File: config.mk
export PLATFORM = sky130hd
export DESIGN_NAME = tlul_legality_gate
export DESIGN_NICKNAME = d
export VERILOG_FILES = /design/src/rtl/tlgate_pkg.sv /design/src/rtl/tlgate_proto_chk.sv /design/src/rtl/tlgate_dev_chk.sv /design/src/rtl/tlgate_resp.sv /design/src/rtl/tlul_legality_gate.sv
export SDC_FILE = /design/constraint.sdc
export NUM_CORES = 1
export LEC_CHECK = 0
export ABC_AREA = 1
export ABC_CLOCK_PERIOD_IN_PS = 1810
export BUFFER_PORTS_ARGS = -buffer_cell sky130_fd_sc_hd__buf_4
export CAP_MARGIN = 20
export CORE_ASPECT_RATIO = 0.5
export CORE_MARGIN = 3
export CORE_UTILIZATION = 37
export CTS_CLUSTER_SIZE = 16
export DETAILED_ROUTE_END_ITERATION = 6
export PLACE_DENSITY = 0.77
export SYNTH_ARGS = -nofsm -noshare
export SYNTH_HDL_FRONTEND = slang
export SYNTH_HIERARCHICAL = 1
export SYNTH_SLANG_ARGS = --single-unit
File: constraint.sdc
create_clock -name clk -period 1.81 [get_ports clk]
set_clock_uncertainty 0.05 [all_clocks]
set_input_delay 0.2715 -clock clk [delete_from_list [all_inputs] [get_ports clk]]
set_output_delay 0.2715 -clock clk [all_outputs]
set_load 0.02 [all_outputs]
File: src/rtl/tlgate_pkg.sv
package tlgate_pkg;

    localparam int DATA_W  = 32;
    localparam int LANES   = DATA_W / 8;
    localparam int SIZE_W  = 2;
    localparam int OP_W    = 3;

    localparam logic [OP_W-1:0] OP_WR_FULL = 3'd0;
    localparam logic [OP_W-1:0] OP_WR_PART = 3'd1;
    localparam logic [OP_W-1:0] OP_RD      = 3'd4;

    typedef enum logic [OP_W-1:0] {
        RSP_ACK      = 3'd0,
        RSP_ACK_DATA = 3'd1
    } rsp_op_e;

    typedef struct packed {
        logic bad_op;
        logic bad_size;
        logic misaligned;
        logic stray_lanes;
        logic full_not_full;
    } proto_err_t;

    typedef struct packed {
        logic unmapped;
        logic sub_word_write;
        logic short_write;
    } dev_err_t;

    function automatic logic is_write(logic [OP_W-1:0] op);
        return (op == OP_WR_FULL) || (op == OP_WR_PART);
    endfunction

    function automatic logic [LANES-1:0] lane_span(logic [SIZE_W-1:0] sz, logic [1:0] lo);
        case (sz)
            2'd0:    return 4'b0001 << lo;
            2'd1:    return lo[1] ? 4'b1100 : 4'b0011;
            default: return 4'b1111;
        endcase
    endfunction

    function automatic logic [LANES-1:0] width_need(logic [1:0] bytes_m1);
        case (bytes_m1)
            2'd0:    return 4'b0001;
            2'd1:    return 4'b0011;
            2'd2:    return 4'b0111;
            default: return 4'b1111;
        endcase
    endfunction

endpackage

File: src/rtl/tlgate_proto_chk.sv
module tlgate_proto_chk
    import tlgate_pkg::*;
(
    input  logic [OP_W-1:0]   opcode,
    input  logic [SIZE_W-1:0] size,
    input  logic [1:0]        addr_lo,
    input  logic [LANES-1:0]  mask,
    output proto_err_t        err
);
    logic [LANES-1:0] span;

    always_comb begin
        span              = lane_span(size, addr_lo);
        err.bad_op        = !(is_write(opcode) || opcode == OP_RD);
        err.bad_size      = (size == 2'd3);
        err.misaligned    = ((size == 2'd1) && addr_lo[0]) ||
                            ((size == 2'd2) && (addr_lo != 2'd0));
        err.stray_lanes   = |(mask & ~span);
        err.full_not_full = (opcode == OP_WR_FULL) && (mask != span);
    end
endmodule

File: src/rtl/tlgate_dev_chk.sv
module tlgate_dev_chk
    import tlgate_pkg::*;
(
    input  logic             wr,
    input  logic [1:0]       addr_lo,
    input  logic [LANES-1:0] mask,
    input  logic             dev_mode,
    input  logic             hit,
    input  logic [1:0]       bytes_m1,
    output dev_err_t         err
);
    logic [LANES-1:0] need;

    always_comb begin
        need               = width_need(bytes_m1);
        err.unmapped       = dev_mode && !hit;
        err.sub_word_write = wr && (addr_lo != 2'd0);
        err.short_write    = wr && hit && ((mask & need) != need);
    end
endmodule

File: src/rtl/tlgate_resp.sv
module tlgate_resp
    import tlgate_pkg::*;
#(
    parameter int SW = 8
) (
    input  logic              clk,
    input  logic              rst,
    input  logic              accept,
    input  logic              is_rd,
    input  logic              err,
    input  logic [DATA_W-1:0] rdata,
    input  logic [SW-1:0]     source,
    input  logic [SIZE_W-1:0] size,
    input  logic              d_ready,
    output logic              d_valid,
    output logic [OP_W-1:0]   d_opcode,
    output logic [SIZE_W-1:0] d_size,
    output logic [SW-1:0]     d_source,
    output logic              d_error,
    output logic [DATA_W-1:0] d_data
);
    rsp_op_e op_q;

    always_ff @(posedge clk) begin
        if (rst) begin
            d_valid  <= 1'b0;
            op_q     <= RSP_ACK;
            d_size   <= '0;
            d_source <= '0;
            d_error  <= 1'b0;
            d_data   <= '0;
        end else if (accept) begin
            d_valid  <= 1'b1;
            op_q     <= is_rd ? RSP_ACK_DATA : RSP_ACK;
            d_size   <= size;
            d_source <= source;
            d_error  <= err;
            d_data   <= err ? '0 : rdata;
        end else if (d_ready) begin
            d_valid  <= 1'b0;
        end
    end

    assign d_opcode = op_q;
endmodule

File: src/rtl/tlul_legality_gate.sv
module tlul_legality_gate
    import tlgate_pkg::*;
#(
    parameter int AW = 12,
    parameter int SW = 8
) (
    input  logic              clk,
    input  logic              rst,
    input  logic              a_valid,
    output logic              a_ready,
    input  logic [OP_W-1:0]   a_opcode,
    input  logic [SIZE_W-1:0] a_size,
    input  logic [SW-1:0]     a_source,
    input  logic [AW-1:0]     a_address,
    input  logic [LANES-1:0]  a_mask,
    input  logic [DATA_W-1:0] a_data,
    input  logic              dev_mode,
    input  logic              dec_hit,
    input  logic [1:0]        dec_bytes_m1,
    output logic              reg_we,
    output logic              reg_re,
    output logic [AW-1:0]     reg_addr,
    output logic [DATA_W-1:0] reg_wdata,
    output logic [LANES-1:0]  reg_be,
    input  logic [DATA_W-1:0] reg_rdata,
    output logic              d_valid,
    input  logic              d_ready,
    output logic [OP_W-1:0]   d_opcode,
    output logic [SIZE_W-1:0] d_size,
    output logic [SW-1:0]     d_source,
    output logic              d_error,
    output logic [DATA_W-1:0] d_data
);
    proto_err_t        p_err;
    dev_err_t          v_err;
    logic              wr, rd, any_err, accept, pass;
    logic [DATA_W-1:0] rd_word;

    assign wr = is_write(a_opcode);
    assign rd = (a_opcode == OP_RD);

    tlgate_proto_chk u_proto (
        .opcode  (a_opcode),
        .size    (a_size),
        .addr_lo (a_address[1:0]),
        .mask    (a_mask),
        .err     (p_err)
    );

    tlgate_dev_chk u_dev (
        .wr       (wr),
        .addr_lo  (a_address[1:0]),
        .mask     (a_mask),
        .dev_mode (dev_mode),
        .hit      (dec_hit),
        .bytes_m1 (dec_bytes_m1),
        .err      (v_err)
    );

    assign any_err = (|p_err) || (|v_err);
    assign a_ready = !d_valid;
    assign accept  = a_valid && a_ready;
    assign pass    = accept && !any_err && dec_hit;

    assign reg_we    = pass && wr;
    assign reg_re    = pass && rd;
    assign reg_addr  = a_address;
    assign reg_wdata = a_data;
    assign reg_be    = a_mask;
    assign rd_word   = reg_re ? reg_rdata : '0;

    tlgate_resp #(.SW(SW)) u_resp (
        .clk      (clk),
        .rst      (rst),
        .accept   (accept),
        .is_rd    (rd),
        .err      (any_err),
        .rdata    (rd_word),
        .source   (a_source),
        .size     (a_size),
        .d_ready  (d_ready),
        .d_valid  (d_valid),
        .d_opcode (d_opcode),
        .d_size   (d_size),
        .d_source (d_source),
        .d_error  (d_error),
        .d_data   (d_data)
    );
endmodule

# [Yosys cells after proc, flatten, opt, wreduce, memory -nomap -nowiden]
# Index checks and enable logic that the tools add are counted.
[op_classes] addsub=0 multipliers=0 n_div=0 magnitude_cmp=0 n_eq_ne=9 shifts=1 mux=8 bitwise_logic=3 reduce_logical=27
[ops] op="32-bit 2-to-1 mux" count=2
[ops] op="1-bit logical AND" count=12
[ops] op="4-bit one-hot mux with 3 select lines" count=1
[ops] op="4-bit AND" count=2
[ops] op="4-bit inequality test" count=2
[ops] op="4-bit one-hot mux with 2 select lines" count=1
[ops] op="8-bit OR reduction" count=1
[ops] op="2-bit == test, second input constant" count=3
[ops] op="2-bit by 1-bit == test with 1-bit output, second input constant" count=2
[ops] op="1-bit zero test" count=4
[ops] op="2-bit zero test" count=2
[ops] op="1-bit logical OR" count=4
[ops] op="4-bit 2-to-1 mux" count=1
[ops] op="4-bit inverter" count=1
[ops] op="2-bit nonzero test" count=2
[ops] op="1-bit by 2-bit left shift with 4-bit output, first input constant" count=1
[ops] op="3-bit by 1-bit == test with 1-bit output, second input constant" count=1
[ops] op="3-bit == test, second input constant" count=1
[ops] op="3-bit zero test" count=1
[ops] op="1-bit 2-to-1 mux" count=3
[ops] op="3-bit OR reduction" count=1
[word_totals] register_bits=47 latchBits=0 ramBits=0 romBits=0 input_bits=101 output_inout_bits=98 word_cells=54 memories=0

# [Logic depth before layout (Yosys ltp)]
[depth] word_depth=13 depth_mapped=15 mapped_depth_nobuf=14

# [Cells and area by module]
# The synthesis kept the hierarchy.
[modules_own_cells] mod="tlgate_resp" instances=1 cells_per_inst=202 area_each_um2=1765.4 seq_area_each_um2=900.9
[modules_own_cells] mod="tlul_legality_gate" instances=1 cells_per_inst=132 area_each_um2=808.3 seq_area_each_um2=0.0
[modules_own_cells] mod="tlgate_proto_chk" instances=1 cells_per_inst=35 area_each_um2=172.7 seq_area_each_um2=0.0
[modules_own_cells] mod="tlgate_dev_chk" instances=1 cells_per_inst=12 area_each_um2=51.3 seq_area_each_um2=0.0

# [Least setup slack after synthesis]
# OpenSTA, ideal clock, no wires.
[synth_path] kind="input port to output port" start="input a_address[1]" end="output reg_re" arrival_ps=1595 t_required_ps=1488 slack_ps=-106 cell_stages=13 path_buffers=1 path_cell_list="inv_1 nor2_1 nor2_1 ha_1 nand2_1 nor2_1 nor2_1 nor2_1 nand2_1 nor2_2 nand3_2 buf_6 inv_1"
[synth_lines] item="start, declared" line_no="tlul_legality_gate.sv:14" text="input logic [AW-1:0] a_address,"
[synth_lines] item="end, declared" line_no="tlul_legality_gate.sv:21" text="output logic reg_re,"

==> metrics.txt <==
# TYPE chip_impl_metric gauge
chip_impl_metric{name="track_usage",unit="%"} 16.0
chip_impl_metric{name="die-area",unit="um2"} 8700
chip_impl_metric{name="design.final.nets",unit=""} 563
chip_impl_metric{name="setup-violations-final",unit=""} 31
chip_impl_metric{name="total_leakage_power",unit="nW"} 1.77
chip_impl_info{name="mostFrequentLayoutCell",value="buf_4"} 1
chip_impl_metric{name="finalHoldViolations",unit=""} 0
chip_impl_info{name="cp-end-kind",value="primary output"} 1
chip_impl_metric{name="gp_congestion",unit=""} 0.766
chip_impl_metric{name="port-buffer-count",unit=""} 112
chip_impl_info{name="crit_slowest_cell",value="ha_1"} 1
chip_impl_metric{name="cts_max_level",unit=""} 2
chip_impl_metric{name="first_global_vias",unit=""} 2345
chip_impl_metric{name="viasPerCell",unit=""} 4.57
chip_impl_metric{name="coreArea",unit="um2"} 6990
chip_impl_info{name="status",value="finished, violations left"} 1
chip_impl_metric{name="cts-hold-fix-buffers",unit=""} 0
chip_impl_metric{name="pin_count_of_the_biggest_net_entering_global_routing",unit=""} 46
chip_impl_metric{name="design.portCount",unit=""} 199
chip_impl_info{name="layout_common_cells",value="buf_4, nand2_1, dfxtp_1, inv_1, a21oi_1"} 1
chip_impl_metric{name="timing.slew.headroom",unit="%"} 59.2
chip_impl_metric{name="max_slew.worst_pin.slew",unit="ps"} 612
chip_impl_metric{name="area_growth_syn_to_layout",unit="%"} 38.1
chip_impl_metric{name="yosysWarnings",unit=""} 6
chip_impl_info{name="r2r-start",value="u_resp/d_valid"} 1
chip_impl_metric{name="worst_setup_hold_path_clk_slew",unit="ps"} 60
chip_impl_metric{name="yosysUniqueCellTypes",unit=""} 24
chip_impl_metric{name="reg2reg_depth",unit=""} 9
chip_impl_metric{name="critical_path_buf_inv_count",unit=""} 3
chip_impl_info{name="synth_top_cell_by_area",value="dfxtp_1"} 1
chip_impl_metric{name="hpwl",unit="um"} 5450
chip_impl_metric{name="pwr_density_cell",unit="nW/um2"} 655
chip_impl_metric{name="antenna_violations_before_repair",unit=""} 0
chip_impl_metric{name="drive_gt1_share",unit="%"} 50.8
chip_impl_info{name="timing.rr.end",value="u_resp/d_data[18]"} 1
chip_impl_metric{name="final_min_period_over_clock_period",unit="%"} 111
chip_impl_info{name="path_cells",value="buf_8 > nor2_4 > nor2_1 > nor2_1 > ha_1 > nand2_1 > nor2_1 > nor2_1 > nor2_1 > nand2_1 > nor2_2 > buf_4 > and3_4 > buf_6"} 1
chip_impl_metric{name="finish.utilization",unit="%"} 55.3
chip_impl_info{name="cts_root_buffer",value="clkbuf_16"} 1
chip_impl_metric{name="netlist_area",unit="um2"} 2800
chip_impl_metric{name="detail-route-antenna-nets",unit=""} 0
chip_impl_info{name="startpoint_type",value="primary input"} 1
chip_impl_info{name="path_delay_family",value="simple AND/OR/NAND/NOR gates"} 1
chip_impl_metric{name="die_width",unit="um"} 129
chip_impl_metric{name="seq_area_frac_synth",unit="%"} 32.2
chip_impl_metric{name="numClockSinks",unit=""} 45
chip_impl_info{name="hold-path-endpoint",value="u_resp/d_valid"} 1
chip_impl_metric{name="detailroute.via_count",unit=""} 2520
chip_impl_metric{name="route.final.wire_length",unit="um"} 7850
chip_impl_metric{name="cts_max_path_buffers",unit=""} 2
chip_impl_metric{name="synth_seq_cells",unit=""} 45
chip_impl_metric{name="slowest_delay",unit="ps"} 260
chip_impl_metric{name="grt_pass1_wl",unit="um"} 11200
chip_impl_metric{name="min_path_cells",unit=""} 4
chip_impl_metric{name="count_of_mapped_cells_out_of_synthesis",unit=""} 381
chip_impl_metric{name="synth_top_area_share",unit="%"} 32.2
chip_impl_metric{name="start_util",unit="%"} 40.0
chip_impl_info{name="cts_tree",value="done"} 1
chip_impl_metric{name="drt_pass1_iterations",unit=""} 4
chip_impl_metric{name="crit_arrival",unit="ps"} 1700
chip_impl_metric{name="clk-insertion-delay-late",unit="ps"} 280
chip_impl_metric{name="place_inst",unit=""} 535
chip_impl_info{name="min-delay-start",value="d_ready"} 1
chip_impl_metric{name="path_max_fanout",unit=""} 3
chip_impl_metric{name="drt_iter0_drc",unit=""} 164
chip_impl_metric{name="chipHeight",unit="um"} 67.5
chip_impl_metric{name="final.setup.worst_slack",unit="ps"} -208
chip_impl_metric{name="dpl-instance-area",unit="um2"} 3340
chip_impl_metric{name="fin_area",unit="um2"} 3860
chip_impl_info{name="min_path_type",value="primary input to flop"} 1
chip_impl_metric{name="antenna_cells_inserted",unit=""} 0
chip_impl_metric{name="global_route.overflow_total",unit=""} 0
chip_impl_metric{name="r2r_slack",unit="ps"} 230
chip_impl_metric{name="postSynthAreaPerCell",unit="um2"} 7.34
chip_impl_info{name="failed_checks",value="setup timing"} 1
chip_impl_metric{name="drc_errors",unit=""} 0
chip_impl_info{name="criticalPathCategory",value="primary input to primary output"} 1
chip_impl_metric{name="final_cell_count_no_fill",unit=""} 551
chip_impl_metric{name="worst_ir_drop_vdd",unit="mV"} 0.424
chip_impl_metric{name="drv.max_cap_violation_count",unit=""} 0
chip_impl_info{name="path_common_cell",value="nor2_1"} 1
chip_impl_metric{name="tritoncts.num_buffers",unit=""} 5
chip_impl_metric{name="detailed_route_wire_length_per_cell",unit="um"} 14.3
chip_impl_info{name="grt_setup_unrepaired",value="yes"} 1
chip_impl_metric{name="cp.required",unit="ps"} 1490
chip_impl_metric{name="rows",unit=""} 21
chip_impl_metric{name="maxSlewViolCount",unit=""} 0
chip_impl_metric{name="clock.fmax",unit="MHz"} 496
chip_impl_info{name="synth.top_cells.by_area",value="dfxtp_1, buf_4, nand2_1"} 1
chip_impl_metric{name="min_period",unit="ps"} 2020
==> layout make-up <==
| cell class | instances | area [um2] |
|---|---|---|
| repair buffers | 139 | 1180 |
| fillers | 628 | 3130 |
| flip-flops and latches | 45 | 901 |
| multi-input cells | 219 | 1300 |
| clock inverters | 3 | 50.0 |
| inverters | 48 | 198 |
| well taps | 92 | 115 |
| clock buffers | 5 | 125 |
==> Yosys cell counts, drive strengths merged <==
library cell / count
dfxtp: 45
a21oi: 49
clkbuf: 1
conb: 1
nor2: 53
o21a: 1
nand2: 73
nand3: 34
buf: 69
nor3b: 1
and3: 2
ha: 4
inv: 48
==> cell families after synthesis <==
family | share of synthesized area (%)
and+or+nand+nor | 28.3
other | 0.134
adders and majority gates | 1.79
DFF | 32.2
buffers and inverters | 27.1
AOI/OAI and AO/OA | 10.5
==> tightest hold or removal path: stages <==
cell and delay, ps:
buf_4 80, inv_1 30, nand2_1 50, a21oi_1 50
==> per-layer routing <==
layer | global-route usage (%) | up-vias | share of wire [%]
li1 | - | 1275 | -
met1 | 18.3 | 1162 | 40
met2 | 29.6 | 67 | 51
met3 | 4.66 | 16 | 6.9
met4 | 4.06 | 0 | 2.1
met5 | 0 | - | 0
==> state kept, by name, indices dropped and copies added, names as in the netlist <==
name             cells
u_resp/d_error       1
u_resp/d_valid       1
u_resp/d_opcode      1
u_resp/d_source      8
u_resp/d_size        2
u_resp/d_data       32
==> per-stage QoR <==
stage          setup TNS (ps)  hold slack [ps]  power (mW)  setup slack [ps]
4_1_cts                 -1310              186        2.52              -214
2_1_floorplan               0              367        1.41             0.254
5_1_grt                 -7220              199        2.64              -338
3_5_place_dp            -9470              405        1.44              -326
6_report                -2110              193        2.53              -208
3_3_place_gp            -7280              399        1.44              -241
==> report_power, final <==
group / internal (mW) / switching (mW)
Sequential: 1.01 / 0.00979
Clock: 0.664 / 0.411
Combinational: 0.197 / 0.242
==> worst max path at each step <==
stage / start / cells past startpoint / to / slack [ps]
after global placement: a_address[1] / 14 / reg_re / -240
after CTS: a_address[1] / 14 / reg_we / -210
after global routing: a_size[0] / 15 / reg_re / -340
after detailed placement: a_address[1] / 16 / u_resp/d_data[21] / -330
final: a_size[0] / 14 / reg_we / -210
after floorplan: a_size[0] / 13 / reg_re / 0.3
==> what timing repair did <==
item	CTS	global route
buffers inserted	3	3
setup endpoints to repair	15	34
cloned	1	2
pin swaps	12	24
resized for setup	25	37
No activity file was read; power rests on OpenSTA's default activity.
